==> src/rtl/vtc_pkg.sv <==
package vtc_pkg;
  // Per-register write action decoded from the CSR port.
  typedef enum logic [1:0] {
    WSEL_NONE = 2'd0,
    WSEL_LO   = 2'd1,
    WSEL_HI   = 2'd2,
    WSEL_FULL = 2'd3
  } wsel_e;
endpackage

==> src/rtl/vtc_split_reg.sv <==
module vtc_split_reg
  import vtc_pkg::*;
#(
  parameter int           TW      = 64,
  parameter int           AW      = 12,
  parameter logic [AW-1:0] LO_ADDR = '0,
  parameter logic [AW-1:0] HI_ADDR = '0,
  parameter logic [TW-1:0] RST_VAL = '0
) (
  input  logic          clk,
  input  logic          rst_n,
  input  logic          half_mode,
  input  logic          wr,
  input  logic [AW-1:0] waddr,
  input  logic [TW-1:0] wdata,
  input  logic [AW-1:0] raddr,
  output logic [TW-1:0] q,
  output logic [TW-1:0] rdata
);
  localparam int HW = TW / 2;

  wsel_e sel;

  always_comb begin
    sel = WSEL_NONE;
    if (wr) begin
      if (waddr == LO_ADDR)                sel = half_mode ? WSEL_LO : WSEL_FULL;
      else if (waddr == HI_ADDR && half_mode) sel = WSEL_HI;
    end
  end

  always_ff @(posedge clk or negedge rst_n) begin
    if (!rst_n) begin
      q <= RST_VAL;
    end else begin
      case (sel)
        WSEL_LO:   q[HW-1:0]  <= wdata[HW-1:0];
        WSEL_HI:   q[TW-1:HW] <= wdata[HW-1:0];
        WSEL_FULL: q          <= wdata;
        default:   q          <= q;
      endcase
    end
  end

  always_comb begin
    rdata = '0;
    if (raddr == LO_ADDR) begin
      if (half_mode) rdata = {{(TW-HW){1'b0}}, q[HW-1:0]};
      else           rdata = q;
    end else if (raddr == HI_ADDR && half_mode) begin
      rdata = {{(TW-HW){1'b0}}, q[TW-1:HW]};
    end
  end
endmodule

==> src/rtl/vtc_cmp_pipe.sv <==
module vtc_cmp_pipe #(
  parameter int TW = 64
) (
  input  logic          clk,
  input  logic          rst_n,
  input  logic [TW-1:0] phys_time,
  input  logic [TW-1:0] offset,
  input  logic [TW-1:0] cmp,
  input  logic          en,
  output logic          term
);
  logic [TW-1:0] sum_q;
  logic [TW-1:0] cmp_q;
  logic          en_q;

  // Stage 1: wrapping add, with compare value and enable aligned to it.
  always_ff @(posedge clk or negedge rst_n) begin
    if (!rst_n) begin
      sum_q <= '0;
      cmp_q <= '1;
      en_q  <= 1'b0;
    end else begin
      sum_q <= phys_time + offset;
      cmp_q <= cmp;
      en_q  <= en;
    end
  end

  // Stage 2: unsigned magnitude compare.
  always_ff @(posedge clk or negedge rst_n) begin
    if (!rst_n) term <= 1'b0;
    else        term <= en_q && (sum_q >= cmp_q);
  end
endmodule

==> src/rtl/vstimer_cmp.sv <==
module vstimer_cmp #(
  parameter int            TW      = 64,
  parameter int            AW      = 12,
  parameter logic [AW-1:0] CMP_LO  = 12'h24D,
  parameter logic [AW-1:0] CMP_HI  = 12'h25D,
  parameter logic [AW-1:0] OFF_LO  = 12'h605,
  parameter logic [AW-1:0] OFF_HI  = 12'h615
) (
  input  logic          clk,
  input  logic          rst_n,
  input  logic [TW-1:0] time_in,
  input  logic          m_en,
  input  logic          h_en,
  input  logic          inject,
  input  logic          half_mode,
  input  logic          csr_wr,
  input  logic [AW-1:0] csr_addr,
  input  logic [TW-1:0] csr_wdata,
  input  logic [AW-1:0] csr_raddr,
  output logic [TW-1:0] csr_rdata,
  output logic          vs_pend
);
  logic [TW-1:0] cmp_val, off_val;
  logic [TW-1:0] cmp_rd, off_rd;
  logic          cmp_term;

  vtc_split_reg #(
    .TW(TW), .AW(AW), .LO_ADDR(CMP_LO), .HI_ADDR(CMP_HI), .RST_VAL({TW{1'b1}})
  ) u_cmp_reg (
    .clk(clk), .rst_n(rst_n), .half_mode(half_mode), .wr(csr_wr),
    .waddr(csr_addr), .wdata(csr_wdata), .raddr(csr_raddr),
    .q(cmp_val), .rdata(cmp_rd)
  );

  vtc_split_reg #(
    .TW(TW), .AW(AW), .LO_ADDR(OFF_LO), .HI_ADDR(OFF_HI), .RST_VAL({TW{1'b0}})
  ) u_off_reg (
    .clk(clk), .rst_n(rst_n), .half_mode(half_mode), .wr(csr_wr),
    .waddr(csr_addr), .wdata(csr_wdata), .raddr(csr_raddr),
    .q(off_val), .rdata(off_rd)
  );

  vtc_cmp_pipe #(.TW(TW)) u_pipe (
    .clk(clk), .rst_n(rst_n), .phys_time(time_in), .offset(off_val),
    .cmp(cmp_val), .en(m_en & h_en), .term(cmp_term)
  );

  // Address ranges are disjoint, so a plain OR merges the two read ports.
  assign csr_rdata = cmp_rd | off_rd;
  assign vs_pend   = inject | cmp_term;
endmodule

==> config.mk <==
export PLATFORM = sky130hd
export DESIGN_NAME = vstimer_cmp
export DESIGN_NICKNAME = d
export VERILOG_FILES = /design/src/rtl/vtc_pkg.sv /design/src/rtl/vtc_split_reg.sv /design/src/rtl/vtc_cmp_pipe.sv /design/src/rtl/vstimer_cmp.sv
export SDC_FILE = /design/constraint.sdc
export NUM_CORES = 1
export LEC_CHECK = 0
export ABC_AREA = 0
export CAP_MARGIN = 20
export CELL_PAD_IN_SITES_DETAIL_PLACEMENT = 1
export CELL_PAD_IN_SITES_GLOBAL_PLACEMENT = 1
export CORE_AREA = 2 2 189 191
export DETAILED_ROUTE_END_ITERATION = 10
export DIE_AREA = 0 0 191 193
export DONT_BUFFER_PORTS = 1
export GPL_TIMING_DRIVEN = 0
export PLACE_DENSITY = 0.72
export SYNTH_ARGS = -nofsm -noshare
export SYNTH_HDL_FRONTEND = slang
export SYNTH_SLANG_ARGS = --single-unit
==> constraint.sdc <==
create_clock -name clk -period 7.3 [get_ports clk]
set_input_delay 0.73 -clock clk [delete_from_list [all_inputs] [get_ports clk]]
set_output_delay 0.73 -clock clk [all_outputs]
set_load 0.01 [all_outputs]
=== Word level (Yosys, flattened, before mapping) ===
Index checks and enable logic that the tools add are counted.

* Bits in read-only memories: 0
* Memories kept: 0
* Latch bits: 0
* Register bits after elaboration: 258
* Output and inout port bits: 65
* Word-level logic and storage cells: 51
* Bits of input ports: 159
* Bits in writable memories: 0

* Shift-type cells: 0
* Order comparisons: 1
* Multiplexer cells: 15
* Eq/ne operators: 14
* $mul: 0
* Bitwise logic cells: 3
* Reductions and logical operators: 9
* Divide/modulo/power cells: 0
* Add/sub/neg operators: 1

{| class="wikitable"
|+ Operator list
! kind !! count
|-
| 64-bit 2-to-1 mux || 4
|-
| 32-bit one-hot mux with 2 select lines || 2
|-
| 64-bit adder || 1
|-
| 64-bit >= comparator || 1
|-
| 32-bit 2-to-1 mux || 2
|-
| 64-bit OR || 1
|-
| 12-bit by 10-bit equality test with 1-bit output (second input constant) || 4
|-
| 12-bit by 11-bit equality test with 1-bit output (second input constant) || 4
|-
| 2-bit 2-to-1 mux || 7
|-
| 2-bit equality test (second input constant) || 4
|-
| 1-bit logical AND || 5
|-
| 2-bit by 1-bit equality test with 1-bit output (second input constant) || 2
|-
| 2-bit nonzero test || 2
|-
| 2-bit OR reduction || 2
|-
| 1-bit AND || 1
|-
| 1-bit OR || 1
|}

=== Logic depth before layout (Yosys ltp) ===
* Depth in word-level cells: 7
* Mapped depth: 12
* Gate-level depth less buffers: 12

=== By module ===
Synthesis repeated with hierarchy kept, for this count alone.

* Cells, all modules: 1649
* Area, all modules: 16253.1 µm²

{| class="wikitable"
|+ By module, submodules not included
! module !! area each (µm²) !! times used !! cells each !! seq. area each (µm²)
|-
| vtc_cmp_pipe || 8782.2 || 1 || 919 || 3333.2
|-
| vtc_split_reg at u_off_reg || 3534.6 || 1 || 332 || 1601.5
|-
| vtc_split_reg at u_cmp_reg || 3523.4 || 1 || 332 || 1681.6
|-
| vstimer_cmp || 412.9 || 1 || 66 || 0.0
|}

=== Worst setup path before layout ===
Ideal clock, no wire load.

* Path type: input port to flip-flop
* From: in time_in[0]
* To: reg u_pipe.sum_q[60]
* Stages on the path: 12
* Arrival: 3.455 ns
* Data required time: 7.165 ns
* Path slack: 3.710 ns
* Setup time: 0.135 ns
* Path buffers: 0
* Path through: ha_1 fa_1 a21o_1 a221o_1 a21oi_4 o211ai_4 a211o_4 a41oi_4 o31ai_4 a311oi_4 o31ai_1 xor2_1

* Longest elaborated chain between the ends: 1

{| class="wikitable"
|+ RTL lines
! what !! line !! RTL
|-
| start, declared || vstimer_cmp.sv:11 || <nowiki>input logic [TW-1:0] time_in,</nowiki>
|-
| 64-bit adder || vtc_cmp_pipe.sv:23 || <nowiki>sum_q <= phys_time + offset;</nowiki>
|-
| end signal, assigned || vtc_cmp_pipe.sv:23 ||
|-
| end, declared || vtc_cmp_pipe.sv:12 || <nowiki>logic [TW-1:0] sum_q;</nowiki>
|}

No other way between the ends.
A chain may end at the register's enable or synchronous reset.

=== Final worst setup path ===
* From: in csr_raddr[7]
* To: out csr_rdata[55]

* Longest elaborated chain between the ends: 3
* Elaborated cells on any way between the ends: 5
* Classes of those cells: eq/ne (2); mux (2); bitwise (1)

{| class="wikitable"
|+ RTL lines
! what !! line !! RTL
|-
| start, declared || vstimer_cmp.sv:19 || <nowiki>input logic [AW-1:0] csr_raddr,</nowiki>
|-
| 12-bit by 10-bit equality test with 1-bit output or 12-bit by 11-bit equality test with 1-bit output (tied branches) || vtc_split_reg.sv:47 || <nowiki>if (raddr == LO_ADDR) begin</nowiki>
|-
| 64-bit 2-to-1 mux || vtc_split_reg.sv:47 ||
|-
| 64-bit OR (*) || vstimer_cmp.sv:49 || <nowiki>assign csr_rdata = cmp_rd | off_rd;</nowiki>
|-
| end, declared || vstimer_cmp.sv:20 || <nowiki>output logic [TW-1:0] csr_rdata,</nowiki>
|}

Mark *: on every way between the ends. The rest lies on a longest branch, timed or not.

==> flow_metrics.py <==
metrics = {
    "yosys": {
        "ys_seq_area_share_pct": 43.8,
        "syn_nets": 1778,
        "avgSynthCellArea_um2": 10.1,
        "yosys_warnings": 0,
        "synth_edf_count": 0,
        "synthArstFlopShare_pct": 100,
        "synth_seq_cells": 258,
        "synthCells": 1491,
        "synth_flop_cell": "dfrtp_1",
        "synth.distinct_cells": 77,
        "syn_area_um2": 15100,
    },
    "pwr": {
        "power_frac_clock_pct": 46.9,
        "p_leak_nw": 7.75,
        "power_density_nw_per_um2": 189,
        "swShare_pct": 23.7,
        "worst_ir_drop_vdd_mv": 0.147,
        "power_frac_seq_pct": 46.9,
        "p_int_mw": 2.41,
        "switchingPower_mw": 0.747,
        "pwr-share-comb_pct": 6.2,
    },
    "floorplan": {
        "coreArea_um2": 35000,
        "die_w_um": 191,
        "dieArea_um2": 36900,
        "initial_core_util_pct": 43.2,
        "rows": 69,
        "design.portCount": 224,
        "dieHeight_um": 193,
    },
    "timing": {
        "period_minus_slack_ns": 4.29,
        "hold_violations": 0,
        "timing.final.crit_share_pct": 58.8,
        "fmax_mhz": 233,
        "fin_setup_tns_ns": 0,
        "worstMarginPinSlew_ns": 1.18,
        "drv_slew": 0,
        "rsz0062_at_grt": "no",
        "clock_skew_ns": 0.0115,
        "relSlewSlack_pct": 21.1,
        "finalSetupViolCount": 0,
    },
    "grt": {
        "grt_overflow_total": 0,
        "grt_pass1_vias": 12887,
        "grt_pass1_wl_um": 77500,
        "grt_max_degree": 131,
        "grt_use_total_pct": 27.8,
        "antenna_found_initial": 0,
    },
    "clocking": {
        "clock_latency_ns": 0.55,
        "clkTransAtPathRegs_ns": 0.05,
        "cts_max_level": 1,
        "post_cts_buffers": 0,
        "cts_buffers": 29,
        "cts_tree": "built",
        "clkSinkCount": 258,
        "cts-resized-gates": 0,
        "cts_root_buffer": "clkbuf_16",
        "ctsHoldBuffers": 1,
        "cts_buffer_depth": 3,
    },
    "route": {
        "vias": 11982,
        "drc": 0,
        "drtAntennaViolNets": 0,
        "drtPass1Iterations": 5,
        "first_iter_violations": 647,
        "wl_per_cell_um": 25.6,
        "viasPerCell": 5.97,
        "wl_um": 51400,
    },
    "worst_setup_path": {
        "r2r_end": "u_pipe.sum_q[59]",
        "critPathCaptureType": "output port",
        "crit_arrival_ns": 3.56,
        "path_class": "in -> out",
        "critPathLaunchType": "input pin",
        "worst-r2r-cell-count": 11,
        "timing.rr.start": "u_off_reg.q[16]",
        "path_max_fanout": 10,
        "critPathRequiredTime_ns": 6.57,
        "timing.reg2reg.setup_slack_ns": 3.19,
    },
    "run_status": {
        "outcome": "complete, no violations",
    },
    "cells_and_area": {
        "synthToLayoutAreaGrowth_pct": 10.4,
        "diodes": 0,
        "fin_nets": 1812,
        "layout-drive-gt1-share_pct": 17.3,
        "nFillCells": 3887,
        "final_area_um2": 16700,
    },
    "placed_design": {
        "place_area_um2": 15700,
        "dp_hpwl_um": 40200,
        "gp_congestion": 0.923,
        "io_buffer_count": 0,
    },
    "hold_path": {
        "hp-class": "in -> async",
    },
    "flow_run": {
        "drv_cap": 0,
    },
}
==> synthesized netlist by cell type (2+ instances only) <==
| library cell | n | area share (%) |
|---|---|---|
| a221oi_1 | 2 | 0.12 |
| and4_1 | 2 | 0.12 |
| nor3_1 | 9 | 0.30 |
| clkbuf_1 | 62 | 1.5 |
| a31o_2 | 2 | 0.12 |
| a22oi_1 | 96 | 4.8 |
| o211ai_1 | 7 | 0.35 |
| a21oi_1 | 149 | 4.9 |
| a31oi_1 | 11 | 0.46 |
| xnor2_1 | 36 | 2.1 |
| o221ai_1 | 2 | 0.12 |
| a211oi_1 | 5 | 0.25 |
| buf_2 | 3 | 0.099 |
| o21a_1 | 4 | 0.20 |
| ha_1 | 127 | 11 |
| nor4_1 | 4 | 0.17 |
| inv_1 | 80 | 2.0 |
| a41o_1 | 2 | 0.13 |
| a2111oi_0 | 3 | 0.17 |
| and3_1 | 7 | 0.29 |
| a21o_1 | 63 | 3.1 |
| nand3b_1 | 2 | 0.099 |
| dfrtp_1 | 130 | 22 |
| a41oi_1 | 3 | 0.17 |
| buf_1 | 4 | 0.099 |
| mux2_2 | 64 | 4.8 |
| o21ai_0 | 37 | 1.2 |
| a221o_1 | 4 | 0.26 |
| o21ai_1 | 3 | 0.099 |
| nand2_1 | 94 | 2.3 |
| xor2_1 | 27 | 1.6 |
| nor2b_1 | 10 | 0.41 |
| o31ai_1 | 3 | 0.15 |
| dfstp_2 | 128 | 22 |
| or2_2 | 2 | 0.083 |
| nand2b_1 | 6 | 0.25 |
| nand4_1 | 25 | 1.0 |
| nand3_1 | 15 | 0.50 |
| nor4b_1 | 3 | 0.17 |
| mux2i_1 | 64 | 4.2 |
| o21bai_1 | 12 | 0.60 |
| nor2_1 | 141 | 3.5 |
| and2_1 | 4 | 0.17 |
==> per-stage QoR <==
| step | hold WS, ns | instances | utilization, % | power [mW] | worst slack [ns] |
|---|---|---|---|---|---|
| after detailed placement | 0.369 | 1954 | 44.9 | 1.68 | 2.92 |
| after floorplan | 0.359 | 1491 | - | 1.63 | 3.71 |
| after global routing | 0.0259 | 2008 | 47.8 | 3.26 | 2.81 |
| after global placement | 0.369 | 1952 | 44.9 | 1.67 | 2.90 |
| after CTS | 0.0253 | 2008 | 47.8 | 3.18 | 2.93 |
| final | 0.0445 | 2008 | 47.8 | 3.16 | 3.01 |
==> layout by cell type, fill, tap and decap left out, types with 4 or more instances in the layout <==
master / n
a211oi_1: 5
a21o_1: 63
a21oi_1: 149
a221o_1: 4
a22oi_1: 96
a31oi_1: 11
and2_1: 4
and3_1: 7
buf_1: 5
clkbuf_1: 67
clkbuf_16: 29
clkbuf_8: 7
clkinv_2: 7
dfrtp_1: 130
dfstp_2: 128
ha_1: 127
inv_1: 80
mux2_2: 64
mux2i_1: 64
nand2_1: 94
nand2b_1: 6
nand3_1: 15
nand4_1: 25
nor2_1: 141
nor2b_1: 10
nor3_1: 9
nor4_1: 4
o211ai_1: 7
o21a_1: 4
o21ai_0: 37
o21bai_1: 12
xnor2_1: 36
xor2_1: 27
==> registers in the layout (all words and copies together), names as in the netlist <==
signal,cells
u_cmp_reg.q,64
u_pipe.sum_q,64
u_pipe.term,1
u_off_reg.q,64
u_pipe.cmp_q,64
u_pipe.en_q,1
==> cells by family after synthesis <==
group	after synthesis	share of synthesized area [%]
compound gates	433	19.4
xor+xnor	63	3.65
fa+ha+maj	128	10.6
buf+inv	149	3.72
flops	258	43.8
mux	128	9.00
simple gates	332	9.85
==> critical path: stages <==
cell      delay (ns)
nor4b_1         0.28
nand4b_1        0.26
or3_1           0.40
nor2_1          0.78
clkbuf_1        0.61
a22oi_1         0.25
nor2_1          0.23
==> worst max-delay path by stage <==
| stage | start | end |
|---|---|---|
| after global routing | csr_raddr[7] | csr_rdata[47] |
| final | csr_raddr[7] | csr_rdata[55] |
| after detailed placement | time_in[1] | u_pipe.sum_q[59] |
| after CTS | csr_raddr[7] | csr_rdata[55] |
| after global placement | time_in[1] | u_pipe.sum_q[59] |
| after floorplan | time_in[0] | u_pipe.sum_q[60] |
==> metal layers <==
metal / share of wire, % / up-vias / wire [µm] / global-route usage (%)
li1: - / 5461 / - / -
met1: 44 / 6097 / 22400 / 36.6
met5: 0 / - / 0 / 0
met4: 3.9 / 0 / 1990 / 10.2
met2: 47 / 331 / 24200 / 46.0
met3: 5.5 / 93 / 2810 / 4.83
==> power groups by stage <==
| stage | sequential, mW | clock [mW] | combinational, mW |
|---|---|---|---|
| after floorplan | 1.49 | 0 | 0.135 |
| after global placement | 1.50 | 0 | 0.171 |
| after detailed placement | 1.50 | 0 | 0.180 |
| after CTS | 1.48 | 1.50 | 0.200 |
| after global routing | 1.48 | 1.55 | 0.224 |
| final | 1.48 | 1.48 | 0.197 |
==> cell type report <==
cell class                 count  area [µm²]  area share [%]
sequential                   258        6620            39.6
multi-input combinational   1084        7940            47.6
buffer                        69         263            1.57
clock inverter                12         121           0.727
timing repair buffer           3        38.8           0.232
tap                          461         577            3.45
clock buffer                  41         841            5.04
inverter                      80         300            1.80
Note: power is estimated with default switching activity, not from simulation.
